==> src/rtl/dt_pkg.sv <==
package dt_pkg;

    typedef enum logic [1:0] {
        CAUSE_NONE  = 2'b00,
        CAUSE_ROB   = 2'b01,
        CAUSE_RF    = 2'b10,
        CAUSE_SCHED = 2'b11
    } stall_cause_e;

    typedef enum logic {
        ST_SPENT = 1'b0,
        ST_OPEN  = 1'b1
    } budget_state_e;

endpackage

==> src/rtl/dt_budget.sv <==
module dt_budget
    import dt_pkg::*;
#(
    parameter int WIDTH  = 4,
    parameter int UOP_W  = 3,
    parameter int BW     = 3,
    parameter int CW     = 4
) (
    input  logic             clk,
    input  logic             rst_n,
    input  logic             cyc_start,
    input  logic             fire,
    input  logic [UOP_W-1:0] uops,
    output logic [BW-1:0]    slots_eff,
    output logic [CW-1:0]    carry_q
);
    localparam int SW = ((CW > BW) ? CW : BW) + 2;

    budget_state_e state_q, state_n;
    logic [BW-1:0] avail_q, avail_n;
    logic [CW-1:0] carry_n;
    logic [SW-1:0] carry_x, width_x, uops_x;
    logic [SW-1:0] ref_slots, ref_carry, slots_x, use_carry;

    // refill arithmetic and budget consumption
    always_comb begin
        carry_x = SW'(carry_q);
        width_x = SW'(WIDTH);
        uops_x  = SW'(uops);
        if (carry_x >= width_x) begin
            ref_slots = '0;
            ref_carry = carry_x - width_x;
        end else begin
            ref_slots = width_x - carry_x;
            ref_carry = '0;
        end

        slots_x   = '0;
        use_carry = carry_x;
        if (cyc_start) begin
            slots_x   = ref_slots;
            use_carry = ref_carry;
        end else begin
            unique case (state_q)
                ST_OPEN:  slots_x = SW'(avail_q);
                ST_SPENT: slots_x = '0;
                default:  slots_x = '0;
            endcase
        end

        if (fire && (uops_x > slots_x)) begin
            avail_n = '0;
            carry_n = CW'(use_carry + uops_x - slots_x);
        end else if (fire) begin
            avail_n = BW'(slots_x - uops_x);
            carry_n = CW'(use_carry);
        end else begin
            avail_n = BW'(slots_x);
            carry_n = CW'(use_carry);
        end

        state_n = (avail_n != '0) ? ST_OPEN : ST_SPENT;
    end

    // state register
    always_ff @(posedge clk) begin
        if (!rst_n) begin
            state_q <= ST_SPENT;
            avail_q <= '0;
            carry_q <= '0;
        end else begin
            state_q <= state_n;
            avail_q <= avail_n;
            carry_q <= carry_n;
        end
    end

    assign slots_eff = BW'(slots_x);

endmodule

==> src/rtl/dt_admit.sv <==
module dt_admit
    import dt_pkg::*;
#(
    parameter int UOP_W    = 3,
    parameter int ROB_SIZE = 6,
    parameter int ROB_W    = 3,
    parameter int NRF      = 2
) (
    input  logic             req,
    input  logic [UOP_W-1:0] uops,
    input  logic [ROB_W-1:0] rob_free,
    input  logic [NRF-1:0]   rf_busy,
    input  logic             sched_ok,
    output logic             go,
    output stall_cause_e     cause
);
    localparam int SW = ((UOP_W > ROB_W) ? UOP_W : ROB_W) + 2;

    logic [SW-1:0] need_x;
    logic          rob_ok;

    always_comb begin
        need_x = (SW'(uops) > SW'(ROB_SIZE)) ? SW'(ROB_SIZE) : SW'(uops);
        rob_ok = SW'(rob_free) >= need_x;
        go     = 1'b0;
        cause  = CAUSE_NONE;
        if (req) begin
            if (!rob_ok) begin
                cause = CAUSE_ROB;
            end else if (rf_busy != '0) begin
                cause = CAUSE_RF;
            end else if (!sched_ok) begin
                cause = CAUSE_SCHED;
            end else begin
                go = 1'b1;
            end
        end
    end

endmodule

==> src/rtl/dispatch_throttle.sv <==
module dispatch_throttle
    import dt_pkg::*;
#(
    parameter int WIDTH    = 4,
    parameter int UOP_W    = 3,
    parameter int DST_W    = 2,
    parameter int NRF      = 2,
    parameter int ROB_SIZE = 6,
    parameter int ROB_W    = $clog2(ROB_SIZE + 1),
    parameter int SLOT_W   = $clog2(WIDTH + 1),
    parameter int CARRY_W  = UOP_W + 1
) (
    input  logic               clk,
    input  logic               rst_n,
    input  logic               cyc_start,
    input  logic               inst_valid,
    input  logic [UOP_W-1:0]   inst_uops,
    input  logic [DST_W-1:0]   inst_dsts,
    input  logic               inst_zero_lat,
    input  logic [ROB_W-1:0]   rob_free,
    input  logic [NRF-1:0]     rf_busy,
    input  logic               sched_ok,
    input  logic               rob_empty,
    output logic               disp_fire,
    output logic [1:0]         stall_cause,
    output logic [DST_W-1:0]   alloc_regs,
    output logic [SLOT_W-1:0]  slots_left,
    output logic [CARRY_W-1:0] carry_pending,
    output logic               drained
);
    logic         req;
    logic         go;
    stall_cause_e cause;

    dt_budget #(
        .WIDTH (WIDTH),
        .UOP_W (UOP_W),
        .BW    (SLOT_W),
        .CW    (CARRY_W)
    ) u_budget (
        .clk       (clk),
        .rst_n     (rst_n),
        .cyc_start (cyc_start),
        .fire      (go),
        .uops      (inst_uops),
        .slots_eff (slots_left),
        .carry_q   (carry_pending)
    );

    assign req = inst_valid && (slots_left != '0);

    dt_admit #(
        .UOP_W    (UOP_W),
        .ROB_SIZE (ROB_SIZE),
        .ROB_W    (ROB_W),
        .NRF      (NRF)
    ) u_admit (
        .req      (req),
        .uops     (inst_uops),
        .rob_free (rob_free),
        .rf_busy  (rf_busy),
        .sched_ok (sched_ok),
        .go       (go),
        .cause    (cause)
    );

    always_comb begin
        disp_fire   = go;
        stall_cause = cause;
        alloc_regs  = (go && !inst_zero_lat) ? inst_dsts : '0;
        drained     = rob_empty;
    end

endmodule

==> config.mk <==
export PLATFORM = sky130hd
export DESIGN_NAME = dispatch_throttle
export DESIGN_NICKNAME = d
export VERILOG_FILES = /design/src/rtl/dt_pkg.sv /design/src/rtl/dt_budget.sv /design/src/rtl/dt_admit.sv /design/src/rtl/dispatch_throttle.sv
export SDC_FILE = /design/constraint.sdc
export NUM_CORES = 1
export LEC_CHECK = 0
export ABC_CLOCK_PERIOD_IN_PS = 6400
export BUFFER_PORTS_ARGS = -buffer_cell sky130_fd_sc_hd__buf_2
export CAP_MARGIN = 30
export CORE_UTILIZATION = 54
export CTS_CLUSTER_SIZE = 16
export DETAILED_ROUTE_END_ITERATION = 6
export MAX_ROUTING_LAYER = met4
export PLACE_DENSITY_LB_ADDON = 0.15
export SYNTH_ARGS = -nofsm -noshare
export SYNTH_HDL_FRONTEND = slang
export SYNTH_SLANG_ARGS = --single-unit
export TNS_END_PERCENT = 30
==> constraint.sdc <==
create_clock -name clk -period 6.4 [get_ports clk]
set_input_delay 0.32 -clock clk [delete_from_list [all_inputs] [get_ports clk]]
set_output_delay 0.32 -clock clk [all_outputs]
set_load 0.05 [all_outputs]
# After elaboration in Yosys (flattened, before gate mapping)
# Cells that the tools add are included.
word_totals:
  input_bits: 17
  out_inout_bits: 13
  regBits: 8
classes:
  mux: 19
  n_bitwise: 1
  addsub: 5
  n_lt_le_gt_ge: 4
  reduce_logical: 7
op_table:
  columns: ["operator", "n"]
  rows:
  - ["4-bit two-way mux", 3]
  - ["6-bit two-way mux", 2]
  - ["6-bit one-hot mux with 2 select lines", 1]
  - ["2-bit two-way mux", 5]
  - ["3-bit two-way mux", 3]
  - ["3-bit by 6-bit > comparator with 1-bit output", 1]
  - ["3-bit nonzero test", 2]
  - ["3-bit by 5-bit greater-or-equal comparator with 1-bit output", 1]
  - ["1-bit two-way mux", 5]
  - ["3-bit by 4-bit subtractor with 5-bit output, first input constant", 1]
  - ["4-bit by 3-bit adder with 4-bit output", 1]
  - ["4-bit by 3-bit greater-or-equal comparator with 1-bit output, second input constant", 1]
  - ["4-bit by 3-bit subtractor with 4-bit output, second input constant", 1]
  - ["4-bit subtractor", 1]
  - ["3-bit > comparator, second input constant", 1]
  - ["1-bit logical AND", 3]
  - ["3-bit subtractor", 1]
  - ["2-bit nonzero test", 1]
  - ["1-bit zero test", 1]
  - ["1-bit NOT", 1]

# Longest topological paths before layout
# Gate-level depths: netlist (run 1).
logic_depth:
  word_depth: 10
  depth_mapped: 11

# By module
# A second synthesis (run 1) with hierarchy kept.
unflattened:
  hier_cells: 106
  hier_area_um2: 903.4
modules_own_cells:
  columns: ["mod", "cells_per_inst", "n_inst", "seq_area_each_um2", "area_per_inst_um2"]
  rows:
  - ["dt_budget", 87, 1, 160.2, 750.7]
  - ["dt_admit", 15, 1, 0.0, 118.9]
  - ["dispatch_throttle", 4, 1, 0.0, 33.8]

# Least setup slack after synthesis (run 1)
# No wires, ideal clock.
synth_path:
  path_kind: "flip-flop to output port"
  startpoint: "register u_budget.carry_q[0]"
  endpoint: "output port alloc_regs[0]"
  stages_incl_launch_ff: 7
  required_ns: 6.080
  path_slack_ns: 3.219
  arrival_time_ns: 2.861
  n_path_buf: 0
  cell_sequence: "dfxtp_1 > inv_1 > ha_1 > a32oi_2 > inv_2 > o311ai_4 > nor3b_1"
synth_via:
  elab_chain_cells: 8
  elab_cells_between_ends: 9
synth_lines:
  columns: ["item", "line", "rtl"]
  rows:
  - ["start, declared", "dt_budget.sv:15", "output logic [CW-1:0] carry_q"]
  - ["start signal, assigned", "dt_budget.sv:74", "carry_q <= carry_n;"]
  - ["3-bit by 4-bit subtractor with 5-bit output / 4-bit by 3-bit greater-or-equal comparator with 1-bit output (equally long branches)", "dt_budget.sv:34, dt_budget.sv:30", null]
  - ["6-bit two-way mux *", "dt_budget.sv:30", "if (carry_x >= width_x) begin"]
  - ["6-bit two-way mux *", "dt_budget.sv:40", "if (cyc_start) begin"]
  - ["net slots_left[1]", "dispatch_throttle.sv:27", "output logic [SLOT_W-1:0] slots_left,"]
  - ["3-bit nonzero test *", "dispatch_throttle.sv:50", "assign req = inst_valid && (slots_left != '0);"]
  - ["1-bit logical AND *", "dispatch_throttle.sv:50", null]
  - ["1-bit two-way mux *", "dt_admit.sv:27", "if (req) begin"]
  - ["1-bit logical AND *", "dispatch_throttle.sv:70", "alloc_regs = (go && !inst_zero_lat) ? inst_dsts : '0;"]
  - ["2-bit two-way mux *", "dispatch_throttle.sv:70", null]
  - ["end, declared", "dispatch_throttle.sv:26", "output logic [DST_W-1:0] alloc_regs,"]
# Mark *: on every way through the listed nets, which the timed path passes. The rest lies on a longest branch.

# Final worst setup path (run 1)
layout_path:
  startpoint: "register u_budget.carry_q[0]"
  endpoint: "register u_budget.carry_q[3]"
layout_via:
  elab_chain_cells: 8
  elab_cells_between_ends: 15
layout_lines:
  columns: ["item", "line", "rtl"]
  rows:
  - ["parallel branches: the longest is 7 deep, another holds 4-bit by 3-bit subtractor with 4-bit output", null, null]
  - ["4-bit two-way mux *", "dt_budget.sv:51", "if (fire && (uops_x > slots_x)) begin"]
# Every way passes the cells marked *.
# A chain may end at the register's enable or synchronous reset.

==> results of run 1 <==
[power by group through the flow]
| stage | clock [W] | sequential (W) | combinational, W |
|---|---|---|---|
| after detailed placement | 0 | 0.0000525 | 0.0000519 |
| after CTS | 0.0000378 | 0.0000514 | 0.0000522 |
| after floorplan | 0 | 0.0000528 | 0.0000378 |
| final | 0.0000389 | 0.0000514 | 0.0000524 |
| after global placement | 0 | 0.0000524 | 0.0000486 |
| after global routing | 0.0000407 | 0.0000515 | 0.0000583 |
[cell usage after synthesis, types with 2 or more instances]
| cell | instances |
|---|---|
| nor2b_1 | 6 |
| and3_1 | 3 |
| a311oi_1 | 2 |
| o21ai_0 | 4 |
| nand3_1 | 3 |
| o31ai_1 | 2 |
| buf_4 | 2 |
| nand2b_1 | 2 |
| fa_1 | 4 |
| nor2_1 | 4 |
| nor3b_1 | 2 |
| a32o_2 | 2 |
| inv_1 | 15 |
| dfxtp_1 | 8 |
| ha_1 | 13 |
| a21o_1 | 3 |
| nand2_1 | 8 |
| nand3b_1 | 2 |
| a21oi_1 | 8 |
[critical path: stages, from the launching register on]
cell and delay, ps:
dfxtp_1 360, inv_1 60, ha_1 300, a32oi_2 300, fa_1 500, ha_1 320
a21o_1 170, a21oi_1 180, xnor2_1 100, a2111o_1 340, a21oi_1 130
[cell type report]
class	count	area, µm²
multi-input cells	84	696.9
fillers	133	457.9
flip-flops and latches	8	160.2
repair buffers	27	135.1
inverters	17	66.31
clock buffers	3	22.52
well taps	16	20.02
[kinds of logic (layout without fill, tap and decap cells)]
logic type	after synthesis	in the layout	share of synthesized area [%]
flops	8	8	17.07
buf+inv	19	47	8.666
compound gates	30	30	25.60
fa+ha+maj	17	17	25.87
xor+xnor	2	2	1.867
simple gates	35	35	20.93
[metrics by stage]
stage / utilization [%] / setup WS [ps] / hold slack, ps / total power [W] / cells
floorplan: - / 3219 / 465.9 / 0.00009064 / 111
global route: 70.63 / 3397 / 342.4 / 0.0001504 / 155
global placement: 69.18 / 3671 / 517.6 / 0.0001010 / 152
CTS: 70.63 / 3559 / 323.3 / 0.0001414 / 155
detailed placement: 69.18 / 3566 / 527.0 / 0.0001044 / 152
finish: 70.63 / 3564 / 316.6 / 0.0001427 / 155
[worst max-delay path by stage]
stage                                         startpoint                             end  slack, ps  depth (start not counted)
after floorplan           u_budget.carry_q[0]$_SDFF_PN0_                   alloc_regs[0]       3220                          6
after global placement    u_budget.carry_q[0]$_SDFF_PN0_  u_budget.carry_q[3]$_SDFF_PN0_       3670                         10
after detailed placement  u_budget.carry_q[0]$_SDFF_PN0_  u_budget.carry_q[3]$_SDFF_PN0_       3570                         10
after CTS                 u_budget.carry_q[0]$_SDFF_PN0_  u_budget.carry_q[3]$_SDFF_PN0_       3560                         10
after global routing      u_budget.carry_q[0]$_SDFF_PN0_  u_budget.carry_q[3]$_SDFF_PN0_       3400                         10
final                     u_budget.carry_q[0]$_SDFF_PN0_  u_budget.carry_q[3]$_SDFF_PN0_       3560                         10
[sequential cells by signal, indices dropped and copies added (netlist names)]
name and flops:
u_budget.avail_q 3, u_budget.carry_q 4, u_budget.state_q 1
[metal layers]
layer | share of wire (%) | up-vias
met4 | 0.80 | 0
li1 | - | 457
met3 | 4.2 | 4
met1 | 45 | 407
met2 | 50 | 30
met5 | 0 | -
==> flow_summary.json, run 1 <==
{
  "synth_area_leaders": "ha_1 (17%), dfxtp_1 (17%), fa_1 (8.5%), inv_1 (6.0%), a21oi_1 (4.3%)",
  "cp-start-kind": "register",
  "cts_made_buffers": 3,
  "ys_seq_elements": 8,
  "wire_per_inst_um": 13.63,
  "drc": 1,
  "cts_buffer_depth": 2,
  "max_cap_violations": 0,
  "leakage_nw": 0.5501,
  "rsz0062_at_grt": "false",
  "area_growth_pct": 17.33,
  "routed_wl_um": 2112,
  "cts_tree": "built",
  "clk_pin_slew_worst_paths_ps": 60,
  "grt_pass1_wl_um": 3560,
  "track_usage_pct": 25.67,
  "power.share.switching_pct": 35.53,
  "htreeDepth": 1,
  "min-delay-start": "rst_n",
  "io_pins": 30,
  "p_switching_w": 0.00005072,
  "start_util_pct": 60.19,
  "synth-edff-count": 0,
  "netlist.area_leader.share_pct": 17.33,
  "end_kind": "register",
  "skew_ps": 8.528,
  "powerDensity_nw_per_um2": 129.6,
  "hold_violations": 0,
  "cts-resized-gates": 0,
  "hold_depth": 2,
  "postCtsHoldBufs": 0,
  "vias": 898,
  "combPwrFrac_pct": 36.7,
  "fin_crit_sh_pct": 44.32,
  "die_h_um": 43.69,
  "tightest_slew_ps": 621.3,
  "seqPwrFrac_pct": 36.0,
  "final_common_cell": "buf_2",
  "layout.nets": 175,
  "violations": "DRC",
  "fin_tns_setup_ps": 0,
  "vias_per_cell": 5.794,
  "grt.busiest_layer": "met2",
  "timing.rr.start": "u_budget.carry_q[0]$_SDFF_PN0_",
  "place_congestion": 0.8083,
  "critPathKind": "reg2reg",
  "max_freq_mhz": 352.6,
  "crit_arrival_ps": 3030,
  "io_buffers": 27,
  "r2r_cells": 10,
  "met2_usage_pct": 43.28,
  "slew-limit-headroom_pct": 58.14,
  "synthFlopType": "dfxtp_1",
  "syn_avg_cell_area_um2": 8.454,
  "grt_use_met3_pct": 6.250,
  "rows": 14,
  "fin_crit_ps": 2836,
  "synthDistinctLibCells": 37,
  "critical_path_required_ps": 6600,
  "dp_hpwl_um": 1809,
  "reg2reg_setup_slack_ps": 3560,
  "dieArea_um2": 1908,
  "clk_latency_ps": 260,
  "grt_max_degree": 10,
  "synth_area_um2": 938.4,
  "globalRouteOverflowTotal": 0,
  "rr_endpoint": "u_budget.carry_q[3]$_SDFF_PN0_",
  "root_buffer": "clkbuf_4",
  "dpl_cell_area_um2": 1079,
  "antenna_found_initial": 0,
  "slew_violations": 0,
  "first_pass_iters": 6,
  "status": "complete, but fails checks",
  "crit_fanout": 4,
  "async_flop_share_pct": 0,
  "setup_viol": 0,
  "peakVddDrop_mv": 0.1027,
  "power.share.clock_pct": 27.2,
  "ys_seq_area_share_pct": 17.07,
  "layout_common_cells": "buf_2 (27), inv_1 (15), ha_1 (13)",
  "internal-power_w": 0.00009203,
  "detail-route-antenna-nets": 0,
  "drtIter0Drc": 24,
  "layout-drive-gt1-share_pct": 28.06,
  "synth_warnings": 0,
  "use_met1_pct": 31.27,
  "post_cts_buffers": 0,
  "clkSinkCount": 8,
  "hold_path_end": "u_budget.state_q$_SDFF_PN0_",
  "holdCritPathClass": "in2reg",
  "synthCells": 111,
  "core-area_um2": 1559,
  "grt_pass1_vias": 865,
  "yosys.area.top_type": "ha_1",
  "stdcell_area_um2": 1101,
  "synth_nets": 145,
  "num_antenna_cells": 0,
  "die_x_um": 43.69
}
Note: power is estimated with default switching activity, not from simulation.
==> run 2: changes to the inputs <==
- ABC_AREA: default -> 1
- ABC_CLOCK_PERIOD_IN_PS: 6400 -> 2900
- CORE_UTILIZATION: 54 -> 50
- clock period: 6.4 -> 2.9 ns (I/O delays scaled with it)
==> run 2 against run 1 <==
The flow now finishes without violations. Sequential power grew 130%. Setup slack got worse by 3100 ps. Final cell count is 21% higher. Hold slack got worse by 150 ps.
==> flow_summary.json, run 2 <==
{
  "status": "finished, final reports clean",
  "grt_pass1_wl_um": 3160,
  "leakage_nw": 0.6547,
  "min-delay-start": "rst_n",
  "clk_latency_ps": 250,
  "fin_crit_ps": 2420,
  "fin_util_pct": 64.42,
  "grt_use_met3_pct": 7.600,
  "globalRouteOverflowTotal": 0,
  "synth_warnings": 0,
  "regArea_um2": 160.2,
  "routed_wl_um": 1899,
  "hold_depth": 3,
  "start_util_pct": 53.62,
  "end_kind": "register",
  "io_buffers": 27,
  "powerDensity_nw_per_um2": 308.4,
  "dp_slack_ps": 477.5,
  "finalWorstSetupSlack_ps": 479.9,
  "synth_top_cells_by_count": "inv_1 (30), nand2_1 (30), ha_1 (13)",
  "hold_path_end": "u_budget.carry_q[0]$_SDFF_PN0_",
  "core-area_um2": 1727,
  "peakVddDrop_mv": 0.2757,
  "grt.busiest_layer": "met2",
  "cp-start-kind": "register",
  "vias": 880,
  "synth_area_um2": 925.9,
  "async_flop_share_pct": 0,
  "layout-drive-gt1-share_pct": 23.93,
  "ys_seq_elements": 8,
  "layout.nets": 199,
  "r2r_cells": 11,
  "track_usage_pct": 22.16,
  "largest_reg_flops": 4,
  "cp-startpoint": "u_budget.carry_q[0]$_SDFF_PN0_",
  "hold_violations": 0,
  "use_met1_pct": 26.41,
  "vias_per_cell": 4.681,
  "io_pins": 30,
  "tightest_slew_ps": 398.0,
  "detail-route-antenna-nets": 0,
  "post_cts_buffers": 0,
  "grt_max_degree": 7,
  "grt_pass1_vias": 783,
  "cts_buffer_depth": 2,
  "cts_made_buffers": 3,
  "syn_avg_cell_area_um2": 6.910,
  "num_antenna_cells": 0,
  "rsz0062_at_grt": "false",
  "postCtsHoldBufs": 0,
  "fin_crit_sh_pct": 83.45,
  "synth_nets": 168,
  "netlist.area_leader.share_pct": 17.57,
  "clkSinkCount": 8,
  "drc": 0,
  "multi_input_comb_area_um2": 646.9,
  "slew_violations": 0,
  "regMostFlops": "u_budget.carry_q",
  "slew-limit-headroom_pct": 73.18,
  "nFillCells": 167,
  "max_freq_mhz": 413.2,
  "rr_endpoint": "u_budget.carry_q[2]$_SDFF_PN0_",
  "reg2reg_setup_slack_ps": 480,
  "timing.rr.start": "u_budget.carry_q[0]$_SDFF_PN0_",
  "reg_top3": "u_budget.carry_q (4), u_budget.avail_q (3), u_budget.state_q (1)",
  "dp_hpwl_um": 1658,
  "crit_arrival_ps": 2600,
  "first_pass_iters": 4,
  "place_congestion": 0.8337,
  "holdCritPathClass": "in2reg",
  "met2_usage_pct": 37.39,
  "critical_path_required_ps": 3080,
  "root_buffer": "clkbuf_4",
  "antenna_found_initial": 0,
  "dieArea_um2": 2028,
  "cts_tree": "built",
  "die_h_um": 45.03,
  "die_x_um": 45.03,
  "critPathKind": "reg2reg",
  "max_cap_violations": 0,
  "fin_tns_setup_ps": 0,
  "synth-edff-count": 0,
  "wire_per_inst_um": 10.10,
  "area_growth_pct": 20.14,
  "crit_fanout": 4,
  "clk_pin_slew_worst_paths_ps": 50,
  "drtIter0Drc": 15,
  "rows": 15,
  "ys_seq_area_share_pct": 17.30,
  "setup_viol": 0,
  "skew_ps": 2.073,
  "yosys.area.top_type": "ha_1",
  "synth_area_leaders": "ha_1 (18%), dfxtp_1 (17%), inv_1 (12%), nand2_1 (12%), fa_1 (8.6%)",
  "cts-resized-gates": 0,
  "htreeDepth": 1,
  "synthFlopType": "dfxtp_1",
  "layout_common_cells": "inv_1 (30), nand2_1 (30), buf_2 (27), ha_1 (13), nand3_1 (12)",
  "synthCells": 134,
  "synthDistinctLibCells": 21
}
[run 2: cell count changes in the layout (fill, tap and decap cells not counted), moves of 3 or more]
| cell | before | now |
|---|---|---|
| a21o_1 | 3 | 0 |
| and3_1 | 3 | 0 |
| inv_1 | 15 | 30 |
| nand2_1 | 8 | 30 |
| nand2_2 | 0 | 3 |
| nand3_1 | 3 | 12 |
| nand4_1 | 0 | 4 |
| nor2b_1 | 6 | 0 |
[run 2: power by group]
group,switching (W),internal [W],leakage [nW]
registers,0.00000217,0.000115,0.0653
clock network,0.0000352,0.0000472,0.0138
logic,0.0000912,0.0000527,0.576
total,0.000129,0.000214,0.655
[run 2: metal layers]
| metal | vias up | wire [µm] |
|---|---|---|
| met2 | 22 | 938 |
| met3 | 0 | 85 |
| met4 | 0 | 0 |
| li1 | 478 | - |
| met5 | - | 0 |
| met1 | 380 | 874 |
[run 2: cell type report]
type	instances	share of cell area, %
clock buffer	3	2.025
inverter	31	10.46
multi-input combinational	94	58.16
sequential	8	14.40
tap	25	2.812
timing repair buffer	27	12.15
[run 2: worst max-delay path by stage]
stage	to	slack, ps	cells past startpoint
floorplan	u_budget.carry_q[2]$_SDFF_PN0_	50	11
global placement	u_budget.carry_q[2]$_SDFF_PN0_	590	11
detailed placement	u_budget.carry_q[2]$_SDFF_PN0_	480	11
CTS	u_budget.carry_q[2]$_SDFF_PN0_	470	11
global route	u_budget.carry_q[2]$_SDFF_PN0_	320	11
finish	u_budget.carry_q[2]$_SDFF_PN0_	480	11
[run 2: cell families after synthesis]
| logic type | synth area share, % |
|---|---|
| DFF | 17.30 |
| adders and majority gates | 26.22 |
| xor gates and xnor gates | 3.784 |
| buffers and inverters | 13.38 |
| and+or+nand+nor | 33.38 |
| AOI/OAI and AO/OA | 5.946 |
[run 2: worst max-delay path, stage by stage, from the launching register on]
cell and delay, ps:
dfxtp_1 360, inv_1 60, ha_1 270, nand3_1 80, nand2_2 130, inv_2 90, fa_1 530, inv_1 70
fa_1 440, xnor2_1 140, nand2_1 60, a21oi_1 120
[run 2: through the flow]
stage | std cells | area, µm² | total power, W | hold WS (ps)
after global routing | 188 | 1112 | 0.0003746 | 171.2
after detailed placement | 185 | 1090 | 0.0002635 | 290.4
final | 188 | 1112 | 0.0003431 | 167.9
after CTS | 188 | 1112 | 0.0003470 | 162.0
after global placement | 185 | 1090 | 0.0002584 | 290.4
after floorplan | 134 | 930.9 | 0.0002281 | 265.6
==> run 3: changes to the inputs <==
- ABC_AREA: 1 -> 0
- ABC_CLOCK_PERIOD_IN_PS: 2900 -> 2500
- clock period: 2.9 -> 2.5 ns (I/O delays scaled with it)
==> run 3 against run 2 <==
Power rose by 13%. Highest routed layer is now met4. Combinational power is 3% higher. Sequential share of layout area fell by 0.93 points. Hold slack lost 60 ps. Final area up 14%. The run now ends with setup timing left. Setup slack worse by 500 ps. Routed wire length grew 16%. Sequential cell count unchanged. Final cell count is 5.9% lower. First-iteration DRC count is 27% lower. Die area up 1.3%. Critical path depth fell by 3.
==> flow_summary.json, run 3 (same netlist as run 1, synthesis figures left out) <==
{
  "status": "complete, but fails checks",
  "violations": "setup timing",
  "layout_common_cells": "buf_2 (27), inv_1 (12), ha_1 (12), buf_4 (12), nand2_1 (8)",
  "clk_latency_ps": 260,
  "grt_pass1_wl_um": 3560,
  "leakage_nw": 0.6172,
  "largest_reg_flops": 4,
  "topRoutingLayerUsed": "met4",
  "seqPwrFrac_pct": 33.4,
  "powerDensity_nw_per_um2": 307.6,
  "fin_crit_ps": 2515,
  "setup_viol": 2,
  "combPwrFrac_pct": 38.4,
  "routed_wl_um": 2202,
  "area_growth_pct": 34.67,
  "max_freq_mhz": 397.6,
  "crit_arrival_ps": 2710,
  "track_usage_pct": 25.34,
  "max_cap_violations": 0,
  "final_common_cell": "buf_2",
  "core-area_um2": 1745,
  "cp-start-kind": "register",
  "postCtsHoldBufs": 0,
  "detail-route-antenna-nets": 0,
  "io_buffers": 27,
  "reg2reg_setup_slack_ps": -20,
  "holdCritPathClass": "in2reg",
  "regMostFlops": "u_budget.carry_q",
  "globalRouteOverflowTotal": 0,
  "slew-limit-headroom_pct": 67.79,
  "internal-power_w": 0.0002536,
  "tightest_slew_ps": 482.0,
  "drtIter0Drc": 11,
  "vias_per_cell": 5.153,
  "clkSinkCount": 8,
  "nFillCells": 144,
  "vias": 912,
  "power.share.switching_pct": 34.77,
  "rows": 15,
  "die_x_um": 45.32,
  "die_h_um": 45.32,
  "fin_crit_sh_pct": 100.6,
  "hold_violations": 0,
  "drt-met1-wl_um": 1041,
  "drc": 0,
  "layout.nets": 187,
  "dieArea_um2": 2054,
  "htreeDepth": 1,
  "cts_tree": "built",
  "root_buffer": "clkbuf_4",
  "peakVddDrop_mv": 0.1816,
  "layout-drive-gt1-share_pct": 40.13,
  "p_switching_w": 0.0001352,
  "met2_wirelength_um": 1098,
  "dp_slack_ps": -124.0,
  "total_power_w": 0.0003888,
  "clk_pin_slew_worst_paths_ps": 60,
  "antenna_found_initial": 0,
  "whs_ps": 107.8,
  "fin_tns_setup_ps": -29.86,
  "dp.cells": 173,
  "crit_fanout": 2,
  "slew_violations": 0,
  "dp_hpwl_um": 1903,
  "end_kind": "register",
  "dr_wl_met3_um": 34,
  "critPathKind": "reg2reg",
  "start_util_pct": 53.76,
  "cts_buffer_depth": 2,
  "reg_top3": "u_budget.carry_q (4), u_budget.avail_q (3), u_budget.state_q (1)",
  "first_pass_iters": 4,
  "critical_path_required_ps": 2690,
  "skew_ps": 6.499,
  "finalNonFillerCells": 177,
  "place_congestion": 0.8380,
  "io_pins": 30,
  "cts_made_buffers": 3,
  "grt_pass1_vias": 802,
  "grt_max_degree": 9,
  "num_antenna_cells": 0,
  "power.share.clock_pct": 28.1,
  "finalWorstSetupSlack_ps": -15.26,
  "wire_per_inst_um": 12.44,
  "rsz0062_at_grt": "true"
}
[run 3: cell count changes in the layout (fill, tap and decap cells not counted), moves of 5 or more]
cell / change
inv_1: -18
nand2_1: -22
nor2b_1: +5
nand3_1: -9
buf_4: +12
[run 3: path summary, 6_finish.rpt]
kind                                     to                            from  depth (start not counted)
min             u_budget.state_q$_SDFF_PN0_                           rst_n                          2
max reg2reg  u_budget.carry_q[1]$_SDFF_PN0_  u_budget.carry_q[1]$_SDFF_PN0_                          8
min reg2reg  u_budget.carry_q[3]$_SDFF_PN0_  u_budget.carry_q[3]$_SDFF_PN0_                          2
max          u_budget.carry_q[1]$_SDFF_PN0_  u_budget.carry_q[1]$_SDFF_PN0_                          8
[run 3: what timing repair did]
item,in CTS,in global routing
buffers inserted,0,0
resized for setup,3,3
hold endpoints to repair,0,0
endpoints found under the setup margin,3,6
pin swaps,10,2
[run 3: critical path: stages (launching register included)]
cell and delay (ps):
dfxtp_4 350, inv_4 30, ha_4 260, a32oi_4 100
fa_1 580, inv_1 70, fa_1 470, or3_2 470
a21oi_1 120
[run 3: power by group through the flow]
stage	combinational, W	clock [W]	sequential, W
4_1_cts	0.000148	0.000110	0.000130
2_1_floorplan	0.000100	0	0.000134
5_1_grt	0.000168	0.000117	0.000130
3_3_place_gp	0.000143	0	0.000132
3_5_place_dp	0.000148	0	0.000133
6_report	0.000149	0.000109	0.000130
[run 3: per-stage QoR]
step                      area, µm²  util (%)
after floorplan               967.2         -
after global placement         1209     69.25
after global routing           1264     72.40
final                          1264     72.40
after detailed placement       1209     69.25
after CTS                      1250     71.61
[run 3: layout make-up]
type / count / area [µm²] / share of cell area, %
Inverter: 17 / 68.82 / 5.446
Timing Repair Buffer: 39 / 225.2 / 17.82
Multi-Input combinational cell: 84 / 742.0 / 58.71
Clock buffer: 4 / 26.28 / 2.079
Tap cell: 25 / 31.28 / 2.475
Sequential cell: 8 / 170.2 / 13.47
[run 3: routing by layer]
metal / GRT usage, % / vias to the layer above
li1: - / 479
met1: 30.64 / 419
met2: 43.19 / 10
met3: 3.600 / 4
met4: 7.879 / 0
met5: - / -
